==> src/rtl/vc_pkg.sv <==
package vc_pkg;
  localparam int unsigned VC_W      = 32;
  localparam int unsigned SLOT_W    = 3;
  localparam int unsigned N_SLOTS   = 1 << SLOT_W;
  localparam int unsigned EL_W      = 2;
  localparam logic [EL_W-1:0] EL_HYP = 2'd2;

  localparam int unsigned OFS_SEC   = 0;
  localparam int unsigned OFS_MON   = 8;
  localparam int unsigned OFS_NSEC  = 24;

  localparam logic [VC_W-1:0] MASK_NOMON = 32'h0000_00DE;
  localparam logic [VC_W-1:0] MASK_MON64 = 32'hDE00_00DE;
  localparam logic [VC_W-1:0] MASK_MON32 = 32'hDE00_DEDE;
  localparam logic [VC_W-1:0] ABORT_BITS = 32'h1800_1818;

  typedef struct packed {
    logic            fire;
    logic [SLOT_W-1:0] slot;
  } vc_result_t;
endpackage

==> src/rtl/vc_base_sel.sv <==
module vc_base_sel #(
  parameter int unsigned AW      = 32,
  parameter int unsigned ALIGN_W = 5,
  parameter logic [AW-1:0] HI_BASE = 32'hFFFF_0000
) (
  input  logic          hivec,
  input  logic [AW-1:0] vbase,
  input  logic [AW-1:0] mvbase,
  output logic [AW-1:0] norm_base,
  output logic [AW-1:0] mon_base
);
  localparam logic [AW-1:0] ALIGN_MASK = ~((AW'(1) << ALIGN_W) - AW'(1));

  always_comb begin
    if (hivec) norm_base = HI_BASE;
    else       norm_base = vbase & ALIGN_MASK;
    mon_base = mvbase & ALIGN_MASK;
  end
endmodule

==> src/rtl/vc_word_build.sv <==
module vc_word_build
  import vc_pkg::*;
#(
  parameter int unsigned AW      = 32,
  parameter int unsigned ALIGN_W = 5
) (
  input  logic [AW-1:0]     addr,
  input  logic [AW-1:0]     norm_base,
  input  logic [AW-1:0]     mon_base,
  input  logic              cur_secure,
  input  logic              mon_present,
  input  logic              mon_is32,
  output logic [VC_W-1:0]   word,
  output logic [SLOT_W-1:0] slot
);
  localparam logic [AW-1:0] ALIGN_MASK = ~((AW'(1) << ALIGN_W) - AW'(1));

  logic [AW-1:0]      blk;
  logic               hit_norm;
  logic               hit_mon;
  logic               use_nsec;
  logic [N_SLOTS-1:0] slot_dec;

  assign blk      = addr & ALIGN_MASK;
  assign slot     = addr[SLOT_W+1:2];
  assign hit_norm = (blk == norm_base);
  assign hit_mon  = (blk == mon_base) && mon_present && mon_is32 && cur_secure;
  assign use_nsec = mon_present && !cur_secure;

  generate
    for (genvar g = 0; g < N_SLOTS; g++) begin : g_dec
      assign slot_dec[g] = (slot == SLOT_W'(g));
    end
  endgenerate

  always_comb begin
    word = '0;
    if (hit_norm) begin
      if (use_nsec) word[OFS_NSEC +: N_SLOTS] = slot_dec;
      else          word[OFS_SEC  +: N_SLOTS] = slot_dec;
    end
    if (hit_mon) word[OFS_MON +: N_SLOTS] = word[OFS_MON +: N_SLOTS] | slot_dec;
  end
endmodule

==> src/rtl/vc_filter.sv <==
module vc_filter
  import vc_pkg::*;
(
  input  logic [VC_W-1:0] word,
  input  logic [VC_W-1:0] ctrl,
  input  logic            mon_present,
  input  logic            mon_is32,
  input  logic [EL_W-1:0] cur_el,
  input  logic [EL_W-1:0] tgt_el,
  input  logic            qualify,
  output logic            fire
);
  logic [VC_W-1:0] cfg_mask;
  logic [VC_W-1:0] masked;
  logic            self_abort;

  always_comb begin
    if (!mon_present)  cfg_mask = MASK_NOMON;
    else if (!mon_is32) cfg_mask = MASK_MON64;
    else               cfg_mask = MASK_MON32;
  end

  assign masked     = word & ctrl & cfg_mask;
  assign self_abort = (|(masked & ABORT_BITS)) && (tgt_el == cur_el);
  assign fire       = qualify && (|masked) && !self_abort;
endmodule

==> src/rtl/vc_addr_match.sv <==
module vc_addr_match
  import vc_pkg::*;
#(
  parameter int unsigned AW      = 32,
  parameter int unsigned ALIGN_W = 5,
  parameter logic [AW-1:0] HI_BASE = 32'hFFFF_0000
) (
  input  logic                  clk,
  input  logic                  rst_n,
  input  logic                  dbg_en,
  input  logic                  fetch_vld,
  input  logic [AW-1:0]         fetch_addr,
  input  logic [1:0]            cur_el,
  input  logic                  cur_secure,
  input  logic                  mon_present,
  input  logic                  mon_is32,
  input  logic                  hivec,
  input  logic [AW-1:0]         vbase,
  input  logic [AW-1:0]         mvbase,
  input  logic [31:0]           vc_ctrl,
  input  logic [1:0]            dbg_tgt_el,
  output logic                  catch_o,
  output logic [2:0]            slot_o
);
  logic [AW-1:0]     norm_base;
  logic [AW-1:0]     mon_base;
  logic [VC_W-1:0]   word;
  logic [SLOT_W-1:0] slot;
  logic              qualify;
  logic              fire;
  vc_result_t        res_d;
  vc_result_t        res_q;

  vc_base_sel #(.AW(AW), .ALIGN_W(ALIGN_W), .HI_BASE(HI_BASE)) u_base (
    .hivec     (hivec),
    .vbase     (vbase),
    .mvbase    (mvbase),
    .norm_base (norm_base),
    .mon_base  (mon_base)
  );

  vc_word_build #(.AW(AW), .ALIGN_W(ALIGN_W)) u_word (
    .addr        (fetch_addr),
    .norm_base   (norm_base),
    .mon_base    (mon_base),
    .cur_secure  (cur_secure),
    .mon_present (mon_present),
    .mon_is32    (mon_is32),
    .word        (word),
    .slot        (slot)
  );

  assign qualify = fetch_vld && dbg_en && (fetch_addr[1:0] == 2'b00) && (cur_el != EL_HYP);

  vc_filter u_filt (
    .word        (word),
    .ctrl        (vc_ctrl),
    .mon_present (mon_present),
    .mon_is32    (mon_is32),
    .cur_el      (cur_el),
    .tgt_el      (dbg_tgt_el),
    .qualify     (qualify),
    .fire        (fire)
  );

  always_comb begin
    res_d.fire = fire;
    res_d.slot = fire ? slot : '0;
  end

  always_ff @(posedge clk or negedge rst_n) begin
    if (!rst_n) res_q <= '0;
    else        res_q <= res_d;
  end

  assign catch_o = res_q.fire;
  assign slot_o  = res_q.slot;
endmodule

==> config.mk <==
export PLATFORM = sky130hd
export DESIGN_NAME = vc_addr_match
export DESIGN_NICKNAME = d
export VERILOG_FILES = /design/src/rtl/vc_pkg.sv /design/src/rtl/vc_base_sel.sv /design/src/rtl/vc_word_build.sv /design/src/rtl/vc_filter.sv /design/src/rtl/vc_addr_match.sv
export SDC_FILE = /design/constraint.sdc
export NUM_CORES = 1
export LEC_CHECK = 0
export ABC_AREA = 0
export CAP_MARGIN = 25
export CELL_PAD_IN_SITES_DETAIL_PLACEMENT = 0
export CELL_PAD_IN_SITES_GLOBAL_PLACEMENT = 1
export CORE_MARGIN = 10
export CORE_UTILIZATION = 36
export DETAILED_ROUTE_END_ITERATION = 12
export DONT_BUFFER_PORTS = 1
export PLACE_DENSITY_LB_ADDON = 0.1
export SLEW_MARGIN = 20
export SYNTH_ARGS = -nofsm -noshare
export SYNTH_HDL_FRONTEND = slang
export SYNTH_SLANG_ARGS = --single-unit
==> constraint.sdc <==
create_clock -name clk -period 0.8 [get_ports clk]
set_input_delay 0.04 -clock clk [delete_from_list [all_inputs] [get_ports clk]]
set_output_delay 0.04 -clock clk [all_outputs]
set_load 0.1 [all_outputs]
==> impl_results.md <==
* Async SR Flop Fraction at 1.00
* #FFs+latches synth at 4
* Worst slack, placed at -1150 ps
* Synth area leaders: xnor2_1 (17%), xor2_1 (13%), dfrtp_1 (7.6%)
* TritonCTS Buffers at 3
* Reg area at 103 um^2
* Max_cap viols at 0
* Share of cells above drive strength 1 at 0.182
* Comb pwr share at 0.499
* Vias per cell at 6.19
* Instance count of the mapped netlist at 181
* Num Clock Sinks at 4
* Worst hold margin at 11.4 ps
* First-pass GRT wire length at 7630 um
* Power Dens Cells at 591 nW/um^2
* Antenna Cells at 0
* Sequential power share at 0.212
* Failing checks: negative setup slack
* Nets at 333
* Area growth, synth to finish at 24.2%
* CP Max Fanout at 4
* Area occupied by multi-input gates at 1240 um^2
* Yosys warnings at 0
* Overall global routing resource usage at 0.143
* Number of synthesized flops with an enable pin at 0
* Synth cell types at 35
* Avg Cell Area, Syn at 7.24 um^2
* Final setup vio count at 8
* DRC at 0
* Crit-path cells: xor2_1 > nor4_1 > o211ai_1 > or4_4 > or3_4 > and4_1
* Die height at 80.3 um
* IO Port Bufs at 0
* Status: finished, violations left
* Min cycle time layout at 1640 ps
* Relative slew slack at 0.742
* Layout fillers at 338
* Fin cells at 238
* CP Capture Type: flip-flop
* Worst Max-Slew Pin Slew at 386 ps
* Core region area at 3420 um^2
* Worst stage delay on the critical path at 510 ps
* DR vias at 1474
* CP required at 920 ps
* Maximum VDD drop at 193 uV
* CP max-delay cell: or4_4
* GP Congestion at 0.759
* Power Internal at 680 uW
* Mapped cell area at 1310 um^2
* PnR worst setup slack at -840 ps
* Clk pwr share at 0.290
* Max Transition Viols Final at 0
* Seq/Total Area, Yosys at 0.0764
* Primary FF master, synth: dfrtp_1
* Clk buf depth at 2
* Detailed Routing Iterations Pass 1 at 4
* Final ANT Viol Nets at 0
* Most frequent cell after synthesis: xnor2_1
* Worst hold stages at 1
* Peak Freq at 610 MHz
* CTS root buf: clkbuf_4
* Area fraction of the dominant cell type after synthesis at 0.167
* Period utilization at 2.05
* Routed wire length per instance at 21.0 um
* Clock-pin slew on the worst setup and hold paths at 40 ps
* H-tree depth at 1
* Ports at 144
* Commonest cells in the netlist: xnor2_1 (25), xor2_1 (19), inv_1 (15)
* Total design power at 961 uW
* Sw Share at 0.293
* DP HPWL at 4340 um
* 1st-iter DRT viols at 34
* Site Rows at 21
* Final hold vios at 0
* Full die area at 6450 um^2
* WS Path Type: in -> reg
* Syn_nets at 321
* Critical Path AT at 1760 ps
* Yosys top cell by area: xnor2_1
* Initial antenna violation count at 0
* RSZ-0062 raised after global routing: yes
* Initial Util at 0.384
* Post-Place Cells at 231
* Critical path startpoint category: primary input
* Hold WC Path Type: in -> reg
* Switching pwr at 281 uW
* Largest net degree at the start of global routing at 31
* Number of global-route vias before repair at 1598
* Final WL at 5000 um
* Die width at 80.3 um
* Total congestion overflow at 0
* Leakage at 0.000553 uW
* CTS tree: yes
* Post-CTS setup buffer count at 0
==> path summary, 6_finish.rpt <==
| path | from | endpoint | slack (ps) |
|---|---|---|---|
| max in group asynchronous | rst_n | catch_o | 550 |
| worst min-delay path | fetch_addr[3] | slot_o[1] | 10 |
| min in group asynchronous | rst_n | slot_o[1] | 70 |
| worst max-delay path | vbase[14] | slot_o[2] | -840 |
==> worst max-delay path, delay by kind of cell <==
family,cells,cell delay (ps)
AOI/OAI and AO/OA,1,150
xor gates and xnor gates,1,140
and+or+nand+nor,4,1430
==> cells in the final DEF, fill, tap and decap left out, types with 4 or more instances in the layout <==
cell and instances:
xnor2_1 25, xor2_1 19, inv_1 15, nand2_1 11, a21oi_1 11, a31oi_1 9, nor2_1 8, nand4_1 7
nor4_1 5, o21ai_0 5, nor3_2 5, nor4_2 5, o32ai_2 5, buf_4 5, nand3_1 4, a32oi_1 4
buf_12 4
==> flip-flops by register name, summed over array words and instances (netlist names) <==
signal,count
slot_o,3
catch_o,1
==> power by group through the flow <==
| stage | registers [uW] | logic (uW) | clock network [uW] |
|---|---|---|---|
| 2_1_floorplan | 206 | 413 | 0 |
| 3_5_place_dp | 206 | 439 | 0 |
| 4_1_cts | 203 | 469 | 289 |
| 6_report | 203 | 479 | 278 |
| 5_1_grt | 203 | 537 | 310 |
| 3_3_place_gp | 206 | 430 | 0 |
==> routing by layer <==
metal  wire, um  GRT usage
met5          0          0
met4         38     0.0264
met3        626     0.0646
met2       2670      0.272
met1       1670      0.138
==> metrics by stage <==
stage | setup TNS [ps] | instance area, um^2 | utilization
2_1_floorplan | -3940 | 1380 | -
3_3_place_gp | -4260 | 1500 | 0.440
3_5_place_dp | -4510 | 1500 | 0.440
4_1_cts | -3470 | 1590 | 0.465
5_1_grt | -3820 | 1630 | 0.476
6_report | -3540 | 1630 | 0.476
==> final cells by class <==
type,count,share of cell area
Multi-Input combinational cell,157,0.760
Timing Repair Buffer,12,0.0908
Sequential cell,4,0.0631
Tap cell,46,0.0354
Inverter,15,0.0346
Clock buffer,4,0.0162
==> logic make-up (layout without fill, tap and decap cells) <==
group / after synthesis / count (layout) / share of synthesized area
XOR/XNOR: 44 / 44 / 0.294
buffers and inverters: 20 / 31 / 0.0745
flip-flops: 4 / 4 / 0.0764
multiplexers: 3 / 3 / 0.0229
AO/OA/AOI/OAI: 50 / 50 / 0.269
AND/OR/NAND/NOR: 60 / 60 / 0.263
==> timing repair <==
action | in CTS | in global routing
resized for setup | 4 | 5
pin swaps | 2 | 8
hold endpoints to repair | 6 | 0
hold buffers | 3 | 0
setup endpoints to repair | 8 | 8
(Power assumes the default switching activity.)
